### src/rtl/pmp_bd_pkg.sv
`timescale 1ns/1ps
// Shared types for the protection region bounds decoder.
// Assumes the mode code is two bits wide and its values are fixed by the
// permission checker that consumes the bounds.
package pmp_bd_pkg;
    typedef enum logic [1:0] {
        MODE_OFF   = 2'd0,
        MODE_TOR   = 2'd1,
        MODE_NA4   = 2'd2,
        MODE_NAPOT = 2'd3
    } region_mode_e;
endpackage

### src/rtl/pmp_trail_ones.sv
`timescale 1ns/1ps
// Counts the run of one bits at the low end of a vector.
// Implemented as a priority encoder on the inverted vector: the lowest
// zero bit gives the count. Assumes W >= 1; an all-ones vector reports W
// and raises all_set.
module pmp_trail_ones #(
    parameter int W  = 8,
    parameter int CW = $clog2(W + 1)
) (
    input  logic [W-1:0]  vec,
    output logic [CW-1:0] count,
    output logic          all_set
);
    // Lowest zero bit wins: scan from the top so the last hit is the lowest.
    always_comb begin
        count = CW'(W);
        for (int i = W - 1; i >= 0; i--) begin
            if (!vec[i]) count = CW'(i);
        end
    end

    // Flag the special all-ones pattern.
    assign all_set = &vec;
endmodule

### src/rtl/pmp_range_calc.sv
`timescale 1ns/1ps
// Combinational decode of one entry's mode and address register (plus the
// lower neighbour's address) into inclusive start/end byte addresses.
// Assumes addresses are word granular (byte address >> 2) and that byte
// arithmetic wraps modulo 2^(AW+2).
module pmp_range_calc
    import pmp_bd_pkg::*;
#(
    parameter int AW = 8,
    parameter int BW = AW + 2
) (
    input  region_mode_e  mode,
    input  logic [AW-1:0] cur_addr,
    input  logic [AW-1:0] prev_addr,
    output logic [BW-1:0] lo,
    output logic [BW-1:0] hi
);
    localparam int CW = $clog2(AW + 1);

    logic [CW-1:0] ones_cnt;
    logic          ones_all;
    logic [BW-1:0] cur_byte;
    logic [BW-1:0] prev_byte;
    logic [BW-1:0] napot_mask;

    pmp_trail_ones #(.W(AW), .CW(CW)) u_tones (
        .vec     (cur_addr),
        .count   (ones_cnt),
        .all_set (ones_all)
    );

    assign cur_byte  = {cur_addr, 2'b00};
    assign prev_byte = {prev_addr, 2'b00};

    // Low (t+3) byte-address bits form the offset within a power-of-two region.
    always_comb begin
        for (int b = 0; b < BW; b++) begin
            napot_mask[b] = (b < (int'(ones_cnt) + 3));
        end
    end

    // Select the bounds for the entry's mode.
    always_comb begin
        unique case (mode)
            MODE_TOR: begin
                lo = prev_byte;
                hi = cur_byte - BW'(1);
            end
            MODE_NA4: begin
                lo = cur_byte;
                hi = cur_byte | BW'(3);
            end
            MODE_NAPOT: begin
                if (ones_all) begin
                    lo = '0;
                    hi = '1;
                end else begin
                    lo = cur_byte & ~napot_mask;
                    hi = (cur_byte & ~napot_mask) | napot_mask;
                end
            end
            default: begin
                lo = '0;
                hi = '1;
            end
        endcase
    end
endmodule

### src/rtl/pmp_bound_slot.sv
`timescale 1ns/1ps
// One entry's bounds register. Loads the decoded range when refresh is
// high and holds it otherwise. Assumes the inputs are the entry's
// next-state mode and addresses, so the register matches them after the edge.
module pmp_bound_slot
    import pmp_bd_pkg::*;
#(
    parameter int AW = 8,
    parameter int BW = AW + 2
) (
    input  logic          clk,
    input  logic          rst_n,
    input  logic          refresh,
    input  region_mode_e  mode,
    input  logic [AW-1:0] cur_addr,
    input  logic [AW-1:0] prev_addr,
    output logic [BW-1:0] lo_q,
    output logic [BW-1:0] hi_q
);
    logic [BW-1:0] lo_d;
    logic [BW-1:0] hi_d;

    pmp_range_calc #(.AW(AW), .BW(BW)) u_calc (
        .mode      (mode),
        .cur_addr  (cur_addr),
        .prev_addr (prev_addr),
        .lo        (lo_d),
        .hi        (hi_d)
    );

    // Capture new bounds on refresh; reset to the disabled full range.
    always_ff @(posedge clk) begin
        if (!rst_n) begin
            lo_q <= '0;
            hi_q <= '1;
        end else if (refresh) begin
            lo_q <= lo_d;
            hi_q <= hi_d;
        end
    end
endmodule

### src/rtl/pmp_bounds_decoder.sv
`timescale 1ns/1ps
// Protection region bounds decoder: holds per-entry mode and address
// registers and a registered start/end pair per entry. A write refreshes
// the written entry and, for an address write, the entry above it when
// that entry is top-of-range. Assumes one write index per cycle.
module pmp_bounds_decoder
    import pmp_bd_pkg::*;
#(
    parameter int ENTRIES = 4,
    parameter int AW      = 8,
    localparam int IW     = (ENTRIES > 1) ? $clog2(ENTRIES) : 1,
    localparam int BW     = AW + 2
) (
    input  logic                  clk,
    input  logic                  rst_n,
    input  logic                  cfg_we,
    input  logic                  addr_we,
    input  logic [IW-1:0]         wr_index,
    input  logic [1:0]            cfg_mode_in,
    input  logic [AW-1:0]         addr_in,
    output logic [ENTRIES*BW-1:0] lo_flat,
    output logic [ENTRIES*BW-1:0] hi_flat
);
    region_mode_e        mode_q  [ENTRIES];
    region_mode_e        mode_d  [ENTRIES];
    logic [AW-1:0]       addr_q  [ENTRIES];
    logic [AW-1:0]       addr_d  [ENTRIES];
    logic [ENTRIES-1:0]  refresh;

    // Next-state mode and address for every entry after this cycle's write.
    always_comb begin
        for (int e = 0; e < ENTRIES; e++) begin
            mode_d[e] = mode_q[e];
            addr_d[e] = addr_q[e];
            if (cfg_we && (wr_index == IW'(e))) mode_d[e] = region_mode_e'(cfg_mode_in);
            if (addr_we && (wr_index == IW'(e))) addr_d[e] = addr_in;
        end
    end

    // Which bounds registers reload: the written entry and a dependent TOR neighbour.
    always_comb begin
        for (int e = 0; e < ENTRIES; e++) begin
            refresh[e] = (cfg_we || addr_we) && (wr_index == IW'(e));
            if (e > 0) begin
                if (addr_we && (wr_index == IW'(e - 1)) && (mode_d[e] == MODE_TOR))
                    refresh[e] = 1'b1;
            end
        end
    end

    // Mode and address storage.
    always_ff @(posedge clk) begin
        if (!rst_n) begin
            for (int e = 0; e < ENTRIES; e++) begin
                mode_q[e] <= MODE_OFF;
                addr_q[e] <= '0;
            end
        end else begin
            for (int e = 0; e < ENTRIES; e++) begin
                mode_q[e] <= mode_d[e];
                addr_q[e] <= addr_d[e];
            end
        end
    end

    for (genvar g = 0; g < ENTRIES; g++) begin : g_slot
        logic [AW-1:0] prev_addr;
        if (g == 0) begin : g_first
            assign prev_addr = '0;
        end else begin : g_rest
            assign prev_addr = addr_d[g-1];
        end

        pmp_bound_slot #(.AW(AW), .BW(BW)) u_slot (
            .clk       (clk),
            .rst_n     (rst_n),
            .refresh   (refresh[g]),
            .mode      (mode_d[g]),
            .cur_addr  (addr_d[g]),
            .prev_addr (prev_addr),
            .lo_q      (lo_flat[g*BW +: BW]),
            .hi_q      (hi_flat[g*BW +: BW])
        );
    end
endmodule

### config.mk
export PLATFORM = sky130hd
export DESIGN_NAME = pmp_bounds_decoder
export DESIGN_NICKNAME = d
export VERILOG_FILES = /design/src/rtl/pmp_bd_pkg.sv /design/src/rtl/pmp_trail_ones.sv /design/src/rtl/pmp_range_calc.sv /design/src/rtl/pmp_bound_slot.sv /design/src/rtl/pmp_bounds_decoder.sv
export SDC_FILE = /design/constraint.sdc
export NUM_CORES = 1
export LEC_CHECK = 0
export BUFFER_PORTS_ARGS = -buffer_cell sky130_fd_sc_hd__buf_2
export CAP_MARGIN = 0
export CORE_ASPECT_RATIO = 0.6
export CORE_MARGIN = 2
export CORE_UTILIZATION = 60
export CTS_CLUSTER_DIAMETER = 120
export DETAILED_ROUTE_END_ITERATION = 7
export GPL_ROUTABILITY_DRIVEN = 1
export HOLD_SLACK_MARGIN = 0.08
export PLACE_DENSITY = 0.9
export SETUP_SLACK_MARGIN = 0.15
export SKIP_CTS_REPAIR_TIMING = 1
export SLEW_MARGIN = 0
export SYNTH_ARGS = -nofsm -noshare
export SYNTH_HDL_FRONTEND = slang
export SYNTH_SLANG_ARGS = --single-unit
### constraint.sdc
create_clock -name clk -period 4.3 [get_ports clk]
set_input_delay 0.215 -clock clk [delete_from_list [all_inputs] [get_ports clk]]
set_output_delay 0.215 -clock clk [all_outputs]
set_load 0.02 [all_outputs]
==> flow_summary.rst <==
.. list-table::
   :header-rows: 1

   * - Metric
     - Value
   * - Post-place setup slack
     - ~790 ps
   * - Number of standard cells after synthesis
     - just under 900
   * - Setup violation total in the final timing report
     - 0
   * - Total number of yosys warnings
     - 0
   * - Post-synthesis instance area
     - slightly above 7000 um^2
   * - Wire length of the first global-routing pass
     - 36500 um
   * - Floorplan die width
     - 145 um
   * - Peak Freq
     - 292 MHz
   * - RePlAce Congestion
     - around 1.0
   * - Maximum vdd ir drop
     - just under 0.0002 V
   * - Finished Layout Cells
     - roughly 1100
   * - Clock edge transition at the registers on the reported setup and hold paths
     - ~80 ps
   * - Vias in the first global route
     - between 6000 and 7000
   * - Worst setup skew after layout
     - a little under 8 ps
   * - EDFF count, synth
     - 0
   * - Critical Setup Path Class
     - input pin to flop
   * - Total number of vias
     - around 7600
   * - Startpoint type of the worst setup path
     - input pin
   * - Final cell utilization of the core
     - between 60% and 70%
   * - Deepest clock path buffer count
     - 2
   * - Total congestion overflow
     - 0
   * - Number of detailed-route iterations in the first pass
     - 6
   * - Placed wire-length estimate after detailed placement
     - 16700 um
   * - Number of H-tree levels
     - 3
   * - Vertical extent of the die
     - approximately 89 um
   * - Data required time of the critical path
     - approximately 4600 ps
   * - Fin Setup TNS
     - 0 ps
   * - Leakage power figure
     - between 0.003 and 0.004 uW
   * - CTS Sinks
     - ~110
   * - Ys flop type
     - sky130_fd_sc_hd__dfxtp_1
   * - Maximum capacitance violations
     - 0
   * - Synth-to-layout area growth
     - 11.3%
   * - Synthesized-area fraction occupied by ao, oa, aoi and oai cells
     - around a quarter
   * - Post-synthesis adder-cell area fraction
     - 2.78%
   * - RSZ-0062 raised after global routing
     - no
   * - Nets
     - 976
   * - Seq cells post-synth
     - 112
   * - Status
     - finished, final reports clean
   * - Avg Vias per Cell
     - approximately 6.8
   * - Post-synthesis async set-or-reset flop share
     - 0%
   * - Antenna fix cells
     - 0
   * - Worst setup slack for register-to-register paths
     - 1250 ps
   * - Root buf cell
     - sky130_fd_sc_hd__clkbuf_16
   * - Antenna violations before repair
     - 0
   * - Area inside the core boundary
     - approximately 11000 um^2
   * - Mean post-synth cell area
     - 8.20 um^2
   * - CTS tree
     - done
   * - CP arrival
     - 3730 ps
   * - Relative max-transition margin
     - between 30% and 40%
   * - Endpoints failing hold
     - 0
   * - Row Count
     - 30
   * - Power density normalized to cell area
     - just over 300 nW/um^2
   * - Remaining DRCs
     - 0
   * - Share of synthesized cell area in and, or, nand and nor gates
     - between 20% and 30%
   * - Area of the die
     - around 13000 um^2
   * - Proportion of synthesized area in mux cells
     - a little under a tenth
   * - Placed insts
     - ~1100
   * - # port buffers
     - 87
   * - Kind of path behind the tightest hold check
     - input pin to flop
   * - Filler Cells Inserted
     - 937
   * - Measured slew at the worst slew-check pin
     - slightly below 1000 ps
   * - Final wirelength
     - around 23000 um
   * - Count of nets left with antenna violations after detail routing
     - 0
   * - Setup ws final
     - between 800 and 900 ps
   * - Fraction of synthesized cell area in xor and xnor cells
     - approximately 2.4%
   * - Clock buffers created by TritonCTS
     - 9
   * - Dominant combinational cell family by area after synthesis
     - compound AO/OA/AOI/OAI gates
   * - Critical path capture point type
     - flop
   * - Final Cycle Share
     - between 70% and 80%
   * - Overall Global Routing Usage
     - 35.8%
   * - Min Tclk post-route
     - 3430 ps
   * - Number of DRC markers in iteration 0
     - ~1100
   * - Proportion of synthesized chip area in sequential cells
     - between 30% and 40%
   * - Maximum number of pins on one net before global-route repair
     - 50
   * - Slew Limit Fails
     - 0
   * - Routed length per instance
     - between 20 and 25 um
   * - Crit path max fanout
     - 23
   * - Starting density of the core
     - between 60% and 70%
   * - Share of post-route cells with drive strength above 1
     - roughly 18%
   * - Number of top-level pins
     - 96
   * - Post-synthesis cell type count
     - 88
   * - Clock latency on the worst-skew pair
     - around 350 ps
[power by group]
part,internal (uW),switching (uW)
combinational,156,330
clock,468,403
sequential,1070,25.1
[cells by family after synthesis]
kind of cell / count (synthesis)
AOI/OAI and AO/OA: 274
xor gates and xnor gates: 19
adders and majority gates: 16
buffers and inverters: 76
DFF: 112
muxes: 63
other: 1
and+or+nand+nor: 316
[cells in the mapped netlist, drive strengths merged, types with 9 or more instances]
library cell  instances  area [um^2]
a22oi                13          111
dfxtp               112         2240
o21ai                57          289
mux2                 14          158
inv                  14         52.6
nand2                74          283
ha                   16          200
nor4                 10         62.6
buf                  31          213
nor2                108          413
a32oi                 9         93.8
mux2i                49          518
a21oi                54          270
nand4                10         77.6
clkbuf               31          116
nand3                24          143
o211ai               24          180
xnor2                12          113
o31ai                12         90.1
a31oi                10         62.6
o22ai                16          100
nor3                 38          200
[path summary, 6_finish.rpt]
kind	cells past startpoint	from	end
setup reg to reg	10	addr_q[3][5]	g_slot[3].u_slot.hi_q[4]
setup / recovery	12	wr_index[1]	g_slot[3].u_slot.hi_q[4]
hold reg to reg	2	g_slot[0].u_slot.lo_q[7]	g_slot[0].u_slot.lo_q[7]
hold / removal	3	rst_n	g_slot[1].u_slot.lo_q[6]
[flip-flops by register name (all words and copies together), names as in the netlist]
name and count:
addr_q 32, mode_q 8, g_slot.u_slot.hi_q 40, g_slot.u_slot.lo_q 32
[placed cells by master (no fill, tap or decap), drive strengths merged, types with 11 or more instances in the layout]
cell type | netlist | final
dfxtp | 112 | 112
buf | 31 | 111
nor2 | 108 | 108
nand2 | 74 | 74
o21ai | 57 | 57
a21oi | 54 | 54
mux2i | 49 | 49
nor3 | 38 | 38
o211ai | 24 | 24
nand3 | 24 | 24
o22ai | 16 | 16
ha | 16 | 16
inv | 14 | 15
mux2 | 14 | 14
a22oi | 13 | 13
o31ai | 12 | 12
xnor2 | 12 | 12
clkbuf | 31 | 11
[critical path: stages]
cell and delay [ps]:
sky130_fd_sc_hd__buf_2 400, sky130_fd_sc_hd__nand3_4 340, sky130_fd_sc_hd__mux2i_1 500, sky130_fd_sc_hd__a311o_1 200, sky130_fd_sc_hd__a21oi_1 60, sky130_fd_sc_hd__o21ai_0 370
sky130_fd_sc_hd__nand2_1 130, sky130_fd_sc_hd__ha_1 260, sky130_fd_sc_hd__or3_1 430, sky130_fd_sc_hd__and2_1 220, sky130_fd_sc_hd__o41ai_1 380, sky130_fd_sc_hd__o22a_1 200
[per-layer routing]
metal / share of wire, % / vias to the layer above / track usage [%] / routed length [um]
met2: 40 / 575 / 51.2 / 9360
met4: 1.5 / 0 / 8.82 / 350
met3: 15 / 39 / 10.8 / 3480
met1: 44 / 3536 / 52.7 / 10200
met5: 0 / - / 0 / 0
li1: - / 3421 / - / -
[layout make-up]
class | count | area (um^2) | area share [%]
clock inverter | 4 | 53.8 | 0.673
sequential | 112 | 2240 | 28.0
tap | 160 | 200 | 2.50
timing repair buffer | 111 | 616 | 7.70
inverter | 14 | 52.6 | 0.657
multi-input combinational | 696 | 4590 | 57.4
clock buffer | 11 | 243 | 3.03
[through the flow]
step	cell area (um^2)	hold WS, ps	total power (uW)
3_5_place_dp	7700	448	1580
4_1_cts	8000	346	2430
3_3_place_gp	7700	435	1580
2_1_floorplan	7220	426	1450
5_1_grt	8000	398	2530
6_report	8000	352	2450
No activity file was read; power rests on OpenSTA's default activity.
